## src/rtl/cqw_pkg.sv

```systemverilog
package cqw_pkg;

    localparam int ENTRY_BITS  = 128;
    localparam int ENTRY_SHIFT = 4;   // log2 of 16-byte entry

    typedef struct packed {
        logic [31:0] res0;
        logic [31:0] res1;
        logic [15:0] sqid;
        logic [15:0] cid;
        logic [7:0]  sc;
        logic [2:0]  sct;
        logic [1:0]  crd;
        logic        more;
        logic        dnr;
    } cqw_req_t;

    // Status halfword: phase sits in bit 0
    function automatic logic [15:0] status_half(input cqw_req_t r, input logic phase);
        return {r.dnr, r.more, r.crd, r.sct, r.sc, phase};
    endfunction

endpackage

```

## src/rtl/cqw_ring.sv

```systemverilog
module cqw_ring #(
    parameter int DEPTH = 8,
    localparam int IDX_W = $clog2(DEPTH)
) (
    input  logic             clk,
    input  logic             rst_n,
    input  logic             post,
    input  logic             db_valid,
    input  logic [IDX_W-1:0] db_head,
    output logic [IDX_W-1:0] tail,
    output logic             phase,
    output logic             full
);
    localparam int CW = IDX_W + 1;
    localparam logic [IDX_W-1:0] LAST    = IDX_W'(DEPTH - 1);
    localparam logic [CW-1:0]    DEPTH_X = CW'(DEPTH);

    typedef struct packed {
        logic [IDX_W-1:0] tail;
        logic [IDX_W-1:0] head;
        logic             phase;
    } ring_t;

    ring_t ring_d, ring_q;

    logic [IDX_W-1:0] tail_inc;
    logic [CW-1:0]    tail_x, head_x, db_x, occ, adv;
    logic             db_in_range, db_ok;

    always_comb begin
        tail_inc    = (ring_q.tail == LAST) ? '0 : ring_q.tail + 1'b1;
        full        = (tail_inc == ring_q.head);
        tail_x      = {1'b0, ring_q.tail};
        head_x      = {1'b0, ring_q.head};
        db_x        = {1'b0, db_head};
        occ         = (tail_x >= head_x) ? (tail_x - head_x) : (tail_x + DEPTH_X - head_x);
        adv         = (db_x >= head_x) ? (db_x - head_x) : (db_x + DEPTH_X - head_x);
        db_in_range = (db_x < DEPTH_X);
        db_ok       = db_valid && db_in_range && (adv <= occ);

        ring_d = ring_q;
        if (post) begin
            ring_d.tail = tail_inc;
            if (ring_q.tail == LAST) begin
                ring_d.phase = ~ring_q.phase;
            end
        end
        if (db_ok) begin
            ring_d.head = db_head;
        end
    end

    always_ff @(posedge clk or negedge rst_n) begin
        if (!rst_n) begin
            ring_q <= '{tail: '0, head: '0, phase: 1'b1};
        end else begin
            ring_q <= ring_d;
        end
    end

    assign tail  = ring_q.tail;
    assign phase = ring_q.phase;


    idx_range_chk: assert property (@(posedge clk) disable iff (!rst_n)
        (ring_q.tail < DEPTH) && (ring_q.head < DEPTH));


    phase_flip_chk: assert property (@(posedge clk) disable iff (!rst_n)
        (post && ring_q.tail == LAST) |=> (ring_q.phase != $past(ring_q.phase)));


    phase_hold_chk: assert property (@(posedge clk) disable iff (!rst_n)
        !(post && ring_q.tail == LAST) |=> $stable(ring_q.phase));


    no_post_full_chk: assert property (@(posedge clk) disable iff (!rst_n)
        full |-> !post);


    bad_db_chk: assert property (@(posedge clk) disable iff (!rst_n)
        (db_valid && !db_in_range) |=> $stable(ring_q.head));

endmodule

```

## src/rtl/cqw_pack.sv

```systemverilog
module cqw_pack
    import cqw_pkg::*;
(
    input  cqw_req_t                req,
    input  logic [15:0]             sqhd,
    input  logic                    phase,
    output logic [ENTRY_BITS-1:0]   entry
);
    always_comb begin
        entry = {status_half(req, phase), req.cid, req.sqid, sqhd, req.res1, req.res0};
    end
endmodule

```

## src/rtl/cqw_top.sv

```systemverilog
module cqw_top
    import cqw_pkg::*;
#(
    parameter int DEPTH  = 8,
    parameter int ADDR_W = 32,
    localparam int IDX_W = $clog2(DEPTH)
) (
    input  logic                  clk,
    input  logic                  rst_n,
    input  logic [ADDR_W-1:0]     cq_base,
    input  logic                  req_valid,
    output logic                  req_ready,
    input  logic [31:0]           req_res0,
    input  logic [31:0]           req_res1,
    input  logic [15:0]           req_sqid,
    input  logic [15:0]           req_cid,
    input  logic [7:0]            req_sc,
    input  logic [2:0]            req_sct,
    input  logic [1:0]            req_crd,
    input  logic                  req_more,
    input  logic                  req_dnr,
    input  logic [15:0]           sq_head,
    input  logic                  db_valid,
    input  logic [IDX_W-1:0]      db_head,
    output logic                  wr_valid,
    output logic [ADDR_W-1:0]     wr_addr,
    output logic [ENTRY_BITS-1:0] wr_data
);
    typedef struct packed {
        logic                  valid;
        logic [ADDR_W-1:0]     addr;
        logic [ENTRY_BITS-1:0] data;
    } out_t;

    out_t out_d, out_q;

    cqw_req_t              req;
    logic                  post;
    logic                  full;
    logic                  phase;
    logic [IDX_W-1:0]      tail;
    logic [ENTRY_BITS-1:0] entry;

    assign req = '{res0: req_res0, res1: req_res1, sqid: req_sqid, cid: req_cid,
                   sc: req_sc, sct: req_sct, crd: req_crd, more: req_more, dnr: req_dnr};

    assign req_ready = !full;
    assign post      = req_valid && req_ready;

    cqw_ring #(.DEPTH(DEPTH)) u_ring (
        .clk      (clk),
        .rst_n    (rst_n),
        .post     (post),
        .db_valid (db_valid),
        .db_head  (db_head),
        .tail     (tail),
        .phase    (phase),
        .full     (full)
    );

    cqw_pack u_pack (
        .req   (req),
        .sqhd  (sq_head),
        .phase (phase),
        .entry (entry)
    );

    always_comb begin
        out_d       = out_q;
        out_d.valid = post;
        if (post) begin
            out_d.addr = cq_base + (ADDR_W'(tail) << ENTRY_SHIFT);
            out_d.data = entry;
        end
    end

    always_ff @(posedge clk or negedge rst_n) begin
        if (!rst_n) begin
            out_q <= '0;
        end else begin
            out_q <= out_d;
        end
    end

    assign wr_valid = out_q.valid;
    assign wr_addr  = out_q.addr;
    assign wr_data  = out_q.data;


    wr_follows_accept_chk: assert property (@(posedge clk) disable iff (!rst_n)
        wr_valid |-> $past(req_valid && req_ready));


    stall_no_write_chk: assert property (@(posedge clk) disable iff (!rst_n)
        (req_valid && !req_ready) |=> !wr_valid);


    phase_field_chk: assert property (@(posedge clk) disable iff (!rst_n)
        post |=> (wr_data[112] == $past(phase)));

endmodule

```

## config.mk

```make
export PLATFORM = sky130hd
export DESIGN_NAME = cqw_top
export DESIGN_NICKNAME = d
export VERILOG_FILES = /design/src/rtl/cqw_pkg.sv /design/src/rtl/cqw_ring.sv /design/src/rtl/cqw_pack.sv /design/src/rtl/cqw_top.sv
export SDC_FILE = /design/constraint.sdc
export NUM_CORES = 1
export LEC_CHECK = 0
export BUFFER_PORTS_ARGS = -buffer_cell sky130_fd_sc_hd__buf_2
export CAP_MARGIN = 20
export CORE_MARGIN = 4
export CORE_UTILIZATION = 40
export CTS_CLUSTER_DIAMETER = 100
export DETAILED_ROUTE_END_ITERATION = 8
export GPL_TIMING_DRIVEN = 0
export PLACE_DENSITY_LB_ADDON = 0.05
export SLEW_MARGIN = 30
export SYNTH_ARGS = -nofsm -noshare
export SYNTH_HDL_FRONTEND = slang
export SYNTH_HIERARCHICAL = 1
export SYNTH_SLANG_ARGS = --single-unit
```

## constraint.sdc

```tcl
create_clock -name clk -period 3.2 [get_ports clk]
set_clock_uncertainty 0.1 [all_clocks]
set_input_delay 0.64 -clock clk [delete_from_list [all_inputs] [get_ports clk]]
set_output_delay 0.64 -clock clk [all_outputs]
set_load 0.02 [all_outputs]
```

==> results by group <==
Status
  – Status: finished, final reports clean

Logic synthesis
  – Synth Net Count: 1,171
  – Sequential area share after synthesis: 49.72%
  – Syn Std Cell Area: 0.008458 mm2
  – Synth area leaders: dfrtp_1 49%, nand2_1 19%, buf_4 11%
  – Largest area contributor in the netlist: dfrtp_1
  – EDFF count, synth: 0
  – Ys async rst share: 100.0%
  – Mapped Cells: 985
  – Synth Flop Type: dfrtp_1
  – Yosys top cell area share: 49.41%
  – Yosys reg bits: 168
  – Number of synthesis warnings: 6
  – Syn avg cell area: 8.587 um2
  – Yosys cell types: 50

Floorplanning
  – DIE AREA: 0.02354 mm2
  – DIE HEIGHT: 153.4 um
  – Rows: 52
  – Initial Utilization: 41.27%
  – Die width: 153.4 um
  – Core Area: 0.02049 mm2
  – Num ports: 328

Global route
  – Antenna violations before repair: 0
  – Largest net degree at the start of global routing: 71
  – Gr ovfl total: 0
  – GRT Util Overall: 20.87%
  – First-pass GRT wire length: 39,100 um
  – Vias in the first global route: 7,029

Flow run
  – Max_cap viols: 0

Detailed routing
  – DRT iter0 DRCs: 316
  – Residual DRC: 0
  – Via/cell ratio: 4.697
  – Via count: 6,994
  – Drt wl/cell: 16.48 um
  – Final WL: 24,540 um
  – DRT Pass-1 Iters: 5
  – Routed Antenna Nets: 0

Clocking
  – CTS root buf: clkbuf_16
  – CTS Buf Count: 17
  – Sink Count: 168
  – CTS clk-pin slew, worst paths: 70 ps
  – Clk buf depth: 2
  – CTS tree: yes
  – H-tree Lvls: 4
  – Clk Latency, worst-skew pair: 420 ps
  – Hold buffer count at CTS: 0

Setup path
  – Worst-path fanout max: 7
  – Arrival @ worst endpoint: 3150 ps
  – Reg2reg end: u_ring/head_x[1]$_DFFE_PN0P_
  – Worst setup SP type: flip-flop
  – CP required: 3400 ps
  – Reg2reg setup slack: 250 ps
  – Crit Reg-Reg Startpoint: u_ring/head_x[1]$_DFFE_PN0P_
  – CP Class: flip-flop to flip-flop
  – R2R depth: 11
  – Worst setup path end: u_ring/head_x[1]$_DFFE_PN0P_
  – Setup crit start: u_ring/head_x[1]$_DFFE_PN0P_
  – Crit end category: flip-flop

Timing
  – Period minus WS final: 2949 ps
  – Achievable Freq: 339.1 MHz
  – Worst-margin pin slew: 565.4 ps
  – Tcrit/Tclk final: 92.17%
  – Hold_ws: 18.92 ps
  – RSZ-0062 raised after global routing: false
  – Slew HR: 62.05%
  – Setup-failing EPs final: 0
  – Final hold violations: 0
  – Max Slew Vio Count: 0

Finish
  – Most common cell after layout, fill and taps aside: nand2_1
  – Commonest non-fill, non-tap cells in the layout: 427 x nand2_1, 201 x buf_2, 167 x dfrtp_1
  – Ant diodes: 0
  – P&R area growth vs syn: 24.10%
  – Layout cells sized above 1: 32.98%
  – Final #Nets: 1,392

Power
  – Sequential share of power: 30.8%
  – Logic pwr share: 52.7%
  – Clock network fraction of design power: 16.4%
  – Max VDD drop: 0.5785 mV
  – Psw: 0.005705 W
  – Cell-internal power: 0.006489 W
  – Final Power: 0.01219 W
  – Pwr dens: 1162 mW/mm2
  – LEAKAGE: 5.724 nW
  – Sw Share: 46.79%

Min path
  – Hold Path Class: primary input to asynchronous set/reset pin

Place
  – Number of I/O port buffers: 199
  – DP Wirelength: 18,980 um
  – Placer congestion estimate: 0.8250
[power groups by stage]
stage,clock [W],sequential (W),combinational (W)
4_1_cts,0.00206,0.00377,0.00637
3_5_place_dp,0,0.00379,0.00633
2_1_floorplan,0,0.00502,0.00286
5_1_grt,0.00214,0.00391,0.00717
3_3_place_gp,0,0.00376,0.00626
6_report,0.00200,0.00376,0.00643
[cell families (layout without fill, tap and decap cells)]
kind of cell             count (synthesis)  in the layout  share of synthesized area [%]
adder cells (fa/ha/maj)                 20             20                          3.402
AND/OR/NAND/NOR                        511            511                          24.78
XOR/XNOR                                10             10                          1.035
AO/OA/AOI/OAI                           82             82                          6.583
buffers and inverters                  194            428                          14.48
flip-flops                             168            168                          49.72
[metal layers]
| layer | track usage (%) | vias up | share of wire [%] | wire length [um] |
|---|---|---|---|---|
| met2 | 34.14 | 239 | 47 | 11590 |
| met3 | 6.418 | 39 | 7.6 | 1873 |
| met5 | 0 | - | 0 | 0 |
| met4 | 7.149 | 0 | 2.9 | 705 |
| li1 | - | 3501 | - | - |
| met1 | 26.41 | 3215 | 42 | 10370 |
[timing repair]
item                                    4_1_cts  5_1_grt
resized for setup                            15       30
setup buffers                                 0        1
endpoints found under the setup margin      151      147
pin swaps                                     0        2
[metrics by stage]
stage / instances / worst slack, ps / setup TNS (ps) / utilization (%) / cell area [um2]
3_5_place_dp: 1456 / -635.0 / -53510 / 48.10 / 9857
3_3_place_gp: 1454 / -1445 / -287860 / 47.78 / 9792
4_1_cts: 1488 / 24.39 / 0 / 50.95 / 10440
6_report: 1489 / 250.6 / 0 / 51.21 / 10500
5_1_grt: 1489 / 27.27 / 0 / 51.21 / 10500
2_1_floorplan: 985 / 252.2 / 0 / - / 8458
[cell usage after synthesis, types with 8 or more instances]
master	instances
ha_1	15
a31oi_1	19
nor2_1	20
clkbuf_1	33
dfrtp_1	167
a21oi_1	8
inv_1	22
o21ai_0	16
o31ai_1	15
nand3_1	9
nand4_1	11
nand2_1	427
or4_1	14
buf_4	129
[worst max-delay path, stage by stage, from the launching register on]
cell and delay, ps:
dfrtp_1 500, inv_1 210, fa_1 420, inv_1 80
fa_1 210, o21ai_1 80, a221o_1 390, ha_4 310
nand4_1 100, buf_4 160, a31oi_1 170, nand3_1 100
[area by class of cell]
cell class / instances / area, um2
fill: 2044 / 9998
sequential: 168 / 4205
multi-input combinational: 623 / 3055
buffer: 171 / 1177
timing repair buffer: 202 / 1069
clock buffer: 19 / 442.9
tap: 270 / 337.8
clock inverter: 13 / 122.6
inverter: 23 / 86.33
[state kept, by name, summed over array words and instances (netlist names)]
name / flops
u_ring/tail: 3
u_ring/head_x: 3
wr_valid: 1
u_ring/phase: 1
wr_data: 128
wr_addr: 32
[worst min path at each step]
stage / from / to / slack [ps]
floorplan: rst_n / u_ring/head_x[0]$_DFFE_PN0P_ / 240
global placement: wr_data[72]$_DFFE_PN0P_ / wr_data[72]$_DFFE_PN0P_ / 350
detailed placement: wr_data[40]$_DFFE_PN0P_ / wr_data[40]$_DFFE_PN0P_ / 360
CTS: rst_n / wr_addr[24]$_DFFE_PN0P_ / 10
global route: rst_n / wr_data[82]$_DFFE_PN0P_ / 20
finish: rst_n / wr_addr[24]$_DFFE_PN0P_ / 20
No activity file was read; power rests on OpenSTA's default activity.
